<file path="config.mk">
export PLATFORM = sky130hd
export DESIGN_NAME = irq_vec_switch
export DESIGN_NICKNAME = d
export VERILOG_FILES = /design/src/rtl/irqsw_pkg.sv /design/src/rtl/irqsw_status_calc.sv /design/src/rtl/irqsw_set_store.sv /design/src/rtl/irq_vec_switch.sv
export SDC_FILE = /design/constraint.sdc
export NUM_CORES = 1
export LEC_CHECK = 0
export ABC_AREA = 0
export BUFFER_PORTS_ARGS = -buffer_cell sky130_fd_sc_hd__clkbuf_2
export CAP_MARGIN = 20
export CORE_MARGIN = 2
export CORE_UTILIZATION = 30
export CTS_CLUSTER_SIZE = 40
export DETAILED_ROUTE_END_ITERATION = 6
export GPL_TIMING_DRIVEN = 0
export PLACE_DENSITY = 0.44
export SETUP_SLACK_MARGIN = 0.15
export SKIP_CTS_REPAIR_TIMING = 1
export SYNTH_ARGS = -nofsm -noshare
export SYNTH_HDL_FRONTEND = slang
export SYNTH_SLANG_ARGS = --single-unit
</file>
<file path="constraint.sdc">
create_clock -name clk -period 4.37 [get_ports clk]
set_input_delay 0 -clock clk [delete_from_list [all_inputs] [get_ports clk]]
set_output_delay 0 -clock clk [all_outputs]
set_load 0.05 [all_outputs]
</file>
<file path="src/rtl/irqsw_pkg.sv">
package irqsw_pkg;
    localparam int ST_W      = 32;
    localparam int FLD_W     = 6;
    localparam int ST_PIE    = 0;
    localparam int ST_U      = 1;
    localparam int ST_EH     = 2;
    localparam int ST_IH     = 3;
    localparam int ST_IL_LO  = 4;
    localparam int ST_CRS_LO = 10;
    localparam int ST_PRS_LO = 16;
    localparam int ST_NMI    = 22;
    localparam int ST_RSIE   = 23;
    localparam int ST_SRS    = 31;
endpackage

</file>
<file path="src/rtl/irqsw_status_calc.sv">
module irqsw_status_calc
    import irqsw_pkg::*;
#(
    parameter int SET_W = 3,
    parameter int LVL_W = 6
) (
    input  logic [ST_W-1:0]  old_st,
    input  logic [SET_W-1:0] req_set,
    input  logic [LVL_W-1:0] req_lvl,
    input  logic             req_nmi,
    output logic [ST_W-1:0]  new_st,
    output logic [ST_W-1:0]  save_st,
    output logic             save_en,
    output logic             save_to_es
);
    logic [FLD_W-1:0] old_crs;
    logic [FLD_W-1:0] want_crs;

    always_comb begin
        old_crs  = old_st[ST_CRS_LO +: FLD_W];
        want_crs = FLD_W'(req_set);

        new_st = old_st;
        new_st[ST_CRS_LO +: FLD_W] = want_crs;
        new_st[ST_IL_LO +: FLD_W]  = FLD_W'(req_lvl);
        new_st[ST_NMI]             = req_nmi;
        new_st[ST_RSIE]            = 1'b0;
        new_st[ST_U]               = 1'b0;
        new_st[ST_IH]              = 1'b1;
        if (!old_st[ST_EH]) begin
            new_st[ST_PRS_LO +: FLD_W] = old_crs;
        end

        save_en    = !old_st[ST_EH];
        save_to_es = (req_set == '0);
        save_st    = old_st;
        if (!save_to_es && (want_crs != old_crs)) begin
            save_st[ST_SRS] = 1'b1;
        end
    end
endmodule

</file>
<file path="src/rtl/irqsw_set_store.sv">
module irqsw_set_store
    import irqsw_pkg::*;
#(
    parameter int NUM_SETS = 8,
    parameter int SET_W    = 3,
    parameter int AW       = 32
) (
    input  logic             clk,
    input  logic             rst_n,
    input  logic             wr_en,
    input  logic             wr_st_en,
    input  logic [SET_W-1:0] wr_set,
    input  logic [ST_W-1:0]  wr_st,
    input  logic [AW-1:0]    wr_ea,
    input  logic [SET_W-1:0] rd_set,
    output logic [ST_W-1:0]  rd_st,
    output logic [AW-1:0]    rd_ea
);
    logic [ST_W-1:0] st_q [NUM_SETS];
    logic [AW-1:0]   ea_q [NUM_SETS];

    for (genvar i = 0; i < NUM_SETS; i++) begin : g_slot
        logic hit;
        assign hit = wr_en && (32'(wr_set) == i);
        always_ff @(posedge clk or negedge rst_n) begin
            if (!rst_n) begin
                st_q[i] <= '0;
                ea_q[i] <= '0;
            end else if (hit) begin
                ea_q[i] <= wr_ea;
                if (wr_st_en) begin
                    st_q[i] <= wr_st;
                end
            end
        end
    end

    always_comb begin
        rd_st = '0;
        rd_ea = '0;
        if (32'(rd_set) < NUM_SETS) begin
            rd_st = st_q[rd_set];
            rd_ea = ea_q[rd_set];
        end
    end
endmodule

</file>
<file path="src/rtl/irq_vec_switch.sv">
module irq_vec_switch
    import irqsw_pkg::*;
#(
    parameter int          NUM_SETS = 8,
    parameter int          SET_W    = $clog2(NUM_SETS),
    parameter int          LVL_W    = 6,
    parameter int          AW       = 32,
    parameter logic [31:0] RESET_PC = 32'h0
) (
    input  logic             clk,
    input  logic             rst_n,
    input  logic             take_i,
    input  logic [AW-1:0]    hnd_addr_i,
    input  logic [SET_W-1:0] req_set_i,
    input  logic [LVL_W-1:0] req_lvl_i,
    input  logic             req_nmi_i,
    input  logic             ld_i,
    input  logic [ST_W-1:0]  ld_status_i,
    input  logic [AW-1:0]    ld_pc_i,
    input  logic [SET_W-1:0] rd_set_i,
    output logic [ST_W-1:0]  status_o,
    output logic [AW-1:0]    pc_o,
    output logic [ST_W-1:0]  estatus_o,
    output logic [ST_W-1:0]  rd_sstatus_o,
    output logic [AW-1:0]    rd_ea_o
);
    localparam int SET_LIMIT = $clog2(NUM_SETS);
    localparam logic [AW-1:0] PC_STEP = AW'(4);

    if (NUM_SETS < 2 || SET_W > SET_LIMIT || SET_W > FLD_W || LVL_W > FLD_W) begin : g_bad_cfg
        $error("irq_vec_switch: register-set or level field too wide for configuration");
    end

    typedef struct packed {
        logic [ST_W-1:0] status;
        logic [AW-1:0]   pc;
        logic [ST_W-1:0] estatus;
    } ctx_t;

    ctx_t ctx_d, ctx_q;

    logic [ST_W-1:0] calc_new_st;
    logic [ST_W-1:0] calc_save_st;
    logic            calc_save_en;
    logic            calc_to_es;
    logic            slot_wr;
    logic            slot_st_wr;

    irqsw_status_calc #(.SET_W(SET_W), .LVL_W(LVL_W)) i_calc (
        .old_st    (ctx_q.status),
        .req_set   (req_set_i),
        .req_lvl   (req_lvl_i),
        .req_nmi   (req_nmi_i),
        .new_st    (calc_new_st),
        .save_st   (calc_save_st),
        .save_en   (calc_save_en),
        .save_to_es(calc_to_es)
    );

    always_comb begin
        ctx_d      = ctx_q;
        slot_wr    = 1'b0;
        slot_st_wr = 1'b0;
        if (take_i) begin
            ctx_d.status = calc_new_st;
            ctx_d.pc     = hnd_addr_i;
            if (calc_save_en) begin
                slot_wr = 1'b1;
                if (calc_to_es) begin
                    ctx_d.estatus = ctx_q.status;
                end else begin
                    slot_st_wr = 1'b1;
                end
            end
        end else if (ld_i) begin
            ctx_d.status = ld_status_i;
            ctx_d.pc     = ld_pc_i;
        end
    end

    always_ff @(posedge clk or negedge rst_n) begin
        if (!rst_n) begin
            ctx_q.status  <= '0;
            ctx_q.pc      <= AW'(RESET_PC);
            ctx_q.estatus <= '0;
        end else begin
            ctx_q <= ctx_d;
        end
    end

    irqsw_set_store #(.NUM_SETS(NUM_SETS), .SET_W(SET_W), .AW(AW)) i_store (
        .clk     (clk),
        .rst_n   (rst_n),
        .wr_en   (slot_wr),
        .wr_st_en(slot_st_wr),
        .wr_set  (req_set_i),
        .wr_st   (calc_save_st),
        .wr_ea   (ctx_q.pc + PC_STEP),
        .rd_set  (rd_set_i),
        .rd_st   (rd_sstatus_o),
        .rd_ea   (rd_ea_o)
    );

    assign status_o  = ctx_q.status;
    assign pc_o      = ctx_q.pc;
    assign estatus_o = ctx_q.estatus;
endmodule

</file>
==> implementation parameters, run 1 <==
Parameter                              Value

Clock tree
  Clock latency on the worst-skew pair    0.63 ns
  Clock tree from TritonCTS    done
  Clock net sink count    607
  Cell chosen for the clock root    sky130_fd_sc_hd__clkbuf_16
  Number of H-tree levels    3
  Max Buffers Root-to-Sink    3
  TritonCTS buffer count    73
  Clock slew at reported path FFs    0.06 ns

Worst setup path
  Critical path launch point type    flop
  Slowest cell on the critical path    sky130_fd_sc_hd__xor2_1
  Critical setup path kind    reg2reg
  Largest driver fanout on the critical path    8
  Required time at the endpoint of the critical path    4.82 ns
  Register-to-register setup slack    1.55 ns
  Chain of cells forming the critical path    ha_1 -> nand3_2 -> nor4_2 -> nand3_1 -> xor2_1 -> o21ai_0
  Worst EP arrival    3.27 ns
  Worst Reg-to-Reg Cells    6
  Worst reg2reg endpoint    i_store.ea_q[92]
  Cell family with most CP delay    XOR/XNOR gates
  CP peak stage delay    0.81 ns
  Buf+Inv Stages, Crit Path    0
  Crit Reg-Reg Startpoint    pc_o[2]
  Crit. End Element    flop

Layout
  Share of post-route cells with drive strength above 1    0.312
  Fillers    8825
  Fin nets    2867
  Share of the core filled with cells in the final layout    0.376
  Antenna Cells    0
  Total area of multi-input combinational cells    10700 um2
  Syn-to-layout area delta    24.7%
  FF+latch area    15200 um2

Power
  Static power due to leakage    15.6 nW
  Internal Power    12.5 mW
  Power Density    550 nW/um2
  Sw Ratio    0.325
  Seq pwr share    0.417
  Power share of the combinational group    0.249
  Switching Power    6.03 mW
  Maximum resistive drop on vdd    0.000298 V
  Total Power    18.6 mW
  Clk network pwr share    0.335

STA
  Worst-case hold slack    -0.00956 ns
  Smallest setup slack after layout    1.55 ns
  Headroom to the max-slew limit    0.282
  Final period util    0.645
  Hold violation count in the final report    3
  Actual slew at the worst max-slew pin    1.07 ns
  Final Skew    0.0228 ns
  Highest clock rate    355 MHz
  Total negative setup slack    0 ns
  RSZ-0062 raised after global routing    no
  Clock period minus final worst setup slack    2.82 ns
  Endpoints failing setup    0
  Total count of max-transition violations in the final report    0

Global routing
  Vias in the first global route    20659
  All-layer global routing usage    0.197
  Global-route wire length before repair    136000 um
  Grt ovf    0
  Largest net degree at the start of global routing    112
  Initial antenna violation count    5

Outcome
  Failing checks    hold timing
  Outcome    finished, violations left

Synthesis
  Post-synthesis cell type with the largest combined area    sky130_fd_sc_hd__dfrtp_1
  Count of synthesis-stage warnings from yosys    0
  Fraction of synthesized cell area taken by the top area cell type    0.562
  Synth Cell Area    27000 um2
  Mapped Nets    2399
  Proportion of register bits with asynchronous set or reset after synthesis    1.00
  Unique cell type count in the Yosys netlist    44
  Post-synth EDFFs    0
  Most instantiated library cell after synthesis    sky130_fd_sc_hd__dfrtp_1
  Dominant cells by area after synthesis    sky130_fd_sc_hd__dfrtp_1 (56%), sky130_fd_sc_hd__mux4_2 (11%), sky130_fd_sc_hd__mux2_2 (9.9%)
  Top cells by count, synth    sky130_fd_sc_hd__dfrtp_1 (607), sky130_fd_sc_hd__nand2_1 (528), sky130_fd_sc_hd__mux2_2 (238)
  Post-Synthesis Mean Instance Area    11.8 um2
  Synth Flop Type    sky130_fd_sc_hd__dfrtp_1
  Number of instances in the synthesized netlist    2285
  Flip-flop and latch count after synthesis    607
  Fraction of the yosys area taken by sequential cells    0.562

Detailed routing
  Number of vias per cell after detailed routing    4.96
  Number of iterations in the first detailed-routing pass    6
  Vias    19757
  Iteration-0 DRC Markers    1206
  Routed Wire Length    91800 um
  DR WL/cell    23.0 um
  Number of remaining DRC errors    0
  Antenna-violating nets left    0

Floorplan
  Die area    92600 um2
  Area of the core region    89700 um2
  Standard-cell rows    110
  Horizontal die dimension    304 um
  Effective utilization at floorplan    0.301
  Height of the chip    304 um
  IO Count    273

Placement
  Gpl congestion    0.808
  Number of I/O port buffers    265
  Place WS    1.58 ns
  Post-DP HPWL    62400 um

Worst hold path
  Sink of the worst hold path    i_store.st_q[67]
  Worst Hold Launch    req_set_i[0]
  Hold Crit Class    in2reg
  Hold Path Stages    5

Run
  MaxCap Viol Count    0
[tightest hold or removal path: cells and delay by family]
| family | cells | cell delay (ns) |
|---|---|---|
| and+or+nand+nor | 4 | 0.36 |
| buffers and inverters | 1 | 0.18 |
[cells by family (layout without fill, tap and decap cells)]
| logic type | count (synthesis) | in the layout | share of synthesized area |
|---|---|---|---|
| DFF | 607 | 607 | 0.562 |
| xor gates and xnor gates | 30 | 30 | 0.00972 |
| adders and majority gates | 1 | 1 | 0.000463 |
| other | 1 | 1 | 0.000139 |
| buffers and inverters | 251 | 772 | 0.0434 |
| AOI/OAI and AO/OA | 297 | 297 | 0.0559 |
| muxes | 419 | 419 | 0.225 |
| and+or+nand+nor | 679 | 679 | 0.103 |
[metal layers]
metal	global-route usage	share of wire	wire length, um	vias up
met5	0	0.00027	25	-
met4	0.0565	0.026	2350	4
met3	0.0444	0.061	5580	136
met2	0.316	0.47	43400	603
met1	0.266	0.44	40400	10259
li1	-	-	-	8755
[placed cells by master (no fill, tap or decap), drive strengths merged, types with 8 or more instances in the layout]
cell type	count
nor2b	11
nor2	77
o21ai	222
nand4	13
mux4	128
nand3	18
dfrtp	607
dlygate4sd3	116
clkinv	15
nand2	528
clkbuf	503
mux2i	53
buf	128
mux2	238
a21oi	65
xnor2	8
xor2	22
[flip-flops by register name (all words and copies together), names as in the netlist]
register and flops:
i_store.st_q 256, estatus_o 31, pc_o 32, status_o 32, i_store.ea_q 256
[layout make-up]
| class | count | area share |
|---|---|---|
| inverters | 3 | 0.000334 |
| clock buffers | 106 | 0.0647 |
| clock inverters | 22 | 0.00790 |
| repair buffers | 393 | 0.0819 |
| multi-input cells | 1427 | 0.317 |
| plain buffers | 248 | 0.0345 |
| flip-flops and latches | 607 | 0.450 |
| well taps | 1176 | 0.0436 |
[power groups by stage]
stage | registers [mW] | logic [mW] | clock network [mW]
6_report | 7.73 | 4.61 | 6.21
3_5_place_dp | 7.82 | 4.56 | 0
3_3_place_gp | 7.76 | 4.45 | 0
2_1_floorplan | 7.96 | 2.97 | 0
5_1_grt | 7.90 | 5.00 | 6.60
4_1_cts | 7.73 | 4.57 | 6.37
[metrics by stage]
step | instance area, um2 | instances | hold slack, ns
finish | 33700 | 3982 | -0.00956
global route | 33700 | 3982 | 0.0178
CTS | 32500 | 3863 | -0.655
detailed placement | 30100 | 3735 | 0.00355
global placement | 29800 | 3726 | 0.209
floorplan | 27000 | 2285 | -0.296
[worst max-delay path by stage]
stage                     slack, ns  depth (start not counted)           endpoint    start
after floorplan                2.24                          6  i_store.ea_q[122]  pc_o[3]
after global placement       -10.98                          1  i_store.st_q[148]    rst_n
after detailed placement       1.58                          6   i_store.ea_q[92]  pc_o[3]
after CTS                      1.57                          6   i_store.ea_q[92]  pc_o[3]
after global routing           1.39                          5  i_store.ea_q[251]  pc_o[4]
final                          1.55                          6   i_store.ea_q[92]  pc_o[2]
Power figures use the tool's default switching activity.
==> run 2: changes to the inputs <==
clock period = 2.9 ns   (was 4.37 ns; I/O delays follow)
==> run 2 against run 1 <==
The run still ends with hold timing left. Critical path depth down 1. Highest routed layer unchanged. Critical path type unchanged. Via count down 0.28%. Worst hold slack gained 0.0046 ns. Setup slack got worse by 1.3 ns. Largest cell class unchanged. Clock-buffer cell count stayed put.
==> implementation parameters, run 2 (synthesis results as in run 1) <==
Parameter                              Value

Global routing
  Vias in the first global route    20659
  Met2 Use GR    0.316
  Grt met1 use    0.266
  Largest net degree at the start of global routing    112
  All-layer global routing usage    0.197
  Met3 usage    0.0444
  Initial antenna violation count    5
  Grt ovf    0
  Gr busiest metal    met2
  Global-route wire length before repair    136000 um

STA
  Actual slew at the worst max-slew pin    1.03 ns
  Highest clock rate    375 MHz
  Headroom to the max-slew limit    0.312
  Endpoints failing setup    0
  Total count of max-transition violations in the final report    0
  Final period util    0.920
  Total negative setup slack    0 ns
  Final Skew    0.0239 ns
  RSZ-0062 raised after global routing    no
  Clock period minus final worst setup slack    2.67 ns
  Worst-case hold slack    -0.00501 ns
  Hold violation count in the final report    1

Floorplan
  Height of the chip    304 um
  Area of the core region    89700 um2
  Horizontal die dimension    304 um
  Standard-cell rows    110
  Die area    92600 um2
  IO Count    273
  Effective utilization at floorplan    0.301

Placement
  Gpl congestion    0.808
  Post-DP HPWL    62400 um
  Number of I/O port buffers    265
  # placed instances    3735
  Placed Instance Area    30100 um2

Detailed routing
  Number of vias per cell after detailed routing    4.95
  DR WL/cell    23.1 um
  Number of remaining DRC errors    0
  Iteration-0 DRC Markers    1132
  Number of iterations in the first detailed-routing pass    6
  Vias    19702
  Antenna-violating nets left    0
  Routed Wire Length    91900 um

Worst setup path
  Cell family with most CP delay    simple AND/OR/NAND/NOR gates
  Chain of cells forming the critical path    nand4_2 -> nor2_1 -> nand4_1 -> xor2_1 -> o21ai_1
  Largest driver fanout on the critical path    8
  Crit. End Element    flop
  Critical setup path kind    reg2reg
  Required time at the endpoint of the critical path    3.37 ns
  CP peak stage delay    0.82 ns
  Slowest cell on the critical path    sky130_fd_sc_hd__xor2_1
  Worst EP arrival    3.13 ns
  Critical path launch point type    flop
  Buf+Inv Stages, Crit Path    0

Run
  MaxCap Viol Count    0

Clock tree
  Cell chosen for the clock root    sky130_fd_sc_hd__clkbuf_16
  Clock slew at reported path FFs    0.06 ns
  Clock net sink count    607
  Clock latency on the worst-skew pair    0.63 ns
  Max Buffers Root-to-Sink    3
  TritonCTS buffer count    73
  Number of H-tree levels    3
  Clock tree from TritonCTS    done

Power
  Power Density    828 nW/um2
  Total Power    28.0 mW
  Maximum resistive drop on vdd    0.000446 V
  Static power due to leakage    15.6 nW

Layout
  Non-filler cells, final    3984
  Share of the core filled with cells in the final layout    0.377
  Share of post-route cells with drive strength above 1    0.315
  FF+latch area    15200 um2
  Top Registers    i_store.ea_q x256, i_store.st_q x256
  Total area of multi-input combinational cells    10700 um2
  Most common library cell in the layout ignoring fill and taps    sky130_fd_sc_hd__dfrtp_1
  Leading cell types in the layout, fill and taps excluded    sky130_fd_sc_hd__dfrtp_1 (607), sky130_fd_sc_hd__nand2_1 (528), sky130_fd_sc_hd__clkbuf_2 (264)
  Fin nets    2867
  Syn-to-layout area delta    25.0%
  Post-route standard cell area excluding fillers    33800 um2
  Fillers    8815

Outcome
  Outcome    finished, violations left
  Failing checks    hold timing

Worst hold path
  Hold Crit Class    in2reg
## run 2: changes by cell type in the layout (fill, tap and decap cells not counted)
cell / previous run / this run
sky130_fd_sc_hd__xor2_1: 22 / 14
sky130_fd_sc_hd__xor2_2: 0 / 8
sky130_fd_sc_hd__diode_2: 0 / 2
## run 2: power by group
part | internal, mW | leakage [nW] | switching, mW
Sequential | 10.5 | 7.62 | 1.14
Combinational | 2.77 | 6.80 | 4.19
Clock | 5.60 | 1.22 | 3.76
Total | 18.9 | 15.6 | 9.09
## run 2: layout make-up
type                       count  area share
clock buffer                 106      0.0646
tap                         1176      0.0435
timing repair buffer         393      0.0818
multi-input combinational   1427       0.318
buffer                       248      0.0344
clock inverter                22     0.00789
sequential                   607       0.449
antenna                        2    0.000148
inverter                       3    0.000333
## run 2: worst min-delay path: stages
cell	delay [ns]
sky130_fd_sc_hd__buf_2	0.18
sky130_fd_sc_hd__nand2_1	0.08
sky130_fd_sc_hd__nor2_1	0.15
sky130_fd_sc_hd__nand2_1	0.11
sky130_fd_sc_hd__nand2_1	0.05
## run 2: layer usage
layer	vias up	share of wire	wire (um)
met1	10230	0.44	40800
met5	-	0.00027	25
met2	574	0.47	43300
met3	145	0.058	5300
li1	8749	-	-
met4	4	0.026	2430
## run 2: stage by stage
stage	hold WS, ns	worst slack, ns
floorplan	-0.296	0.765
global placement	0.209	-12.45
detailed placement	0.00355	0.113
CTS	-0.655	0.105
global route	0.0164	0.162
finish	-0.00501	0.233
## run 2: worst paths after layout
| check | start | to | slack [ns] | depth (start not counted) |
|---|---|---|---|---|
| max reg2reg | pc_o[4] | i_store.ea_q[249] | 0.23 | 5 |
| min in group asynchronous | rst_n | pc_o[22] | 0.01 | 3 |
| max in group asynchronous | rst_n | i_store.st_q[147] | 1.30 | 5 |
| min | req_set_i[0] | i_store.st_q[67] | -0.005 | 5 |
| max | pc_o[4] | i_store.ea_q[249] | 0.23 | 5 |
| min reg2reg | i_store.st_q[242] | i_store.st_q[242] | 0.45 | 1 |
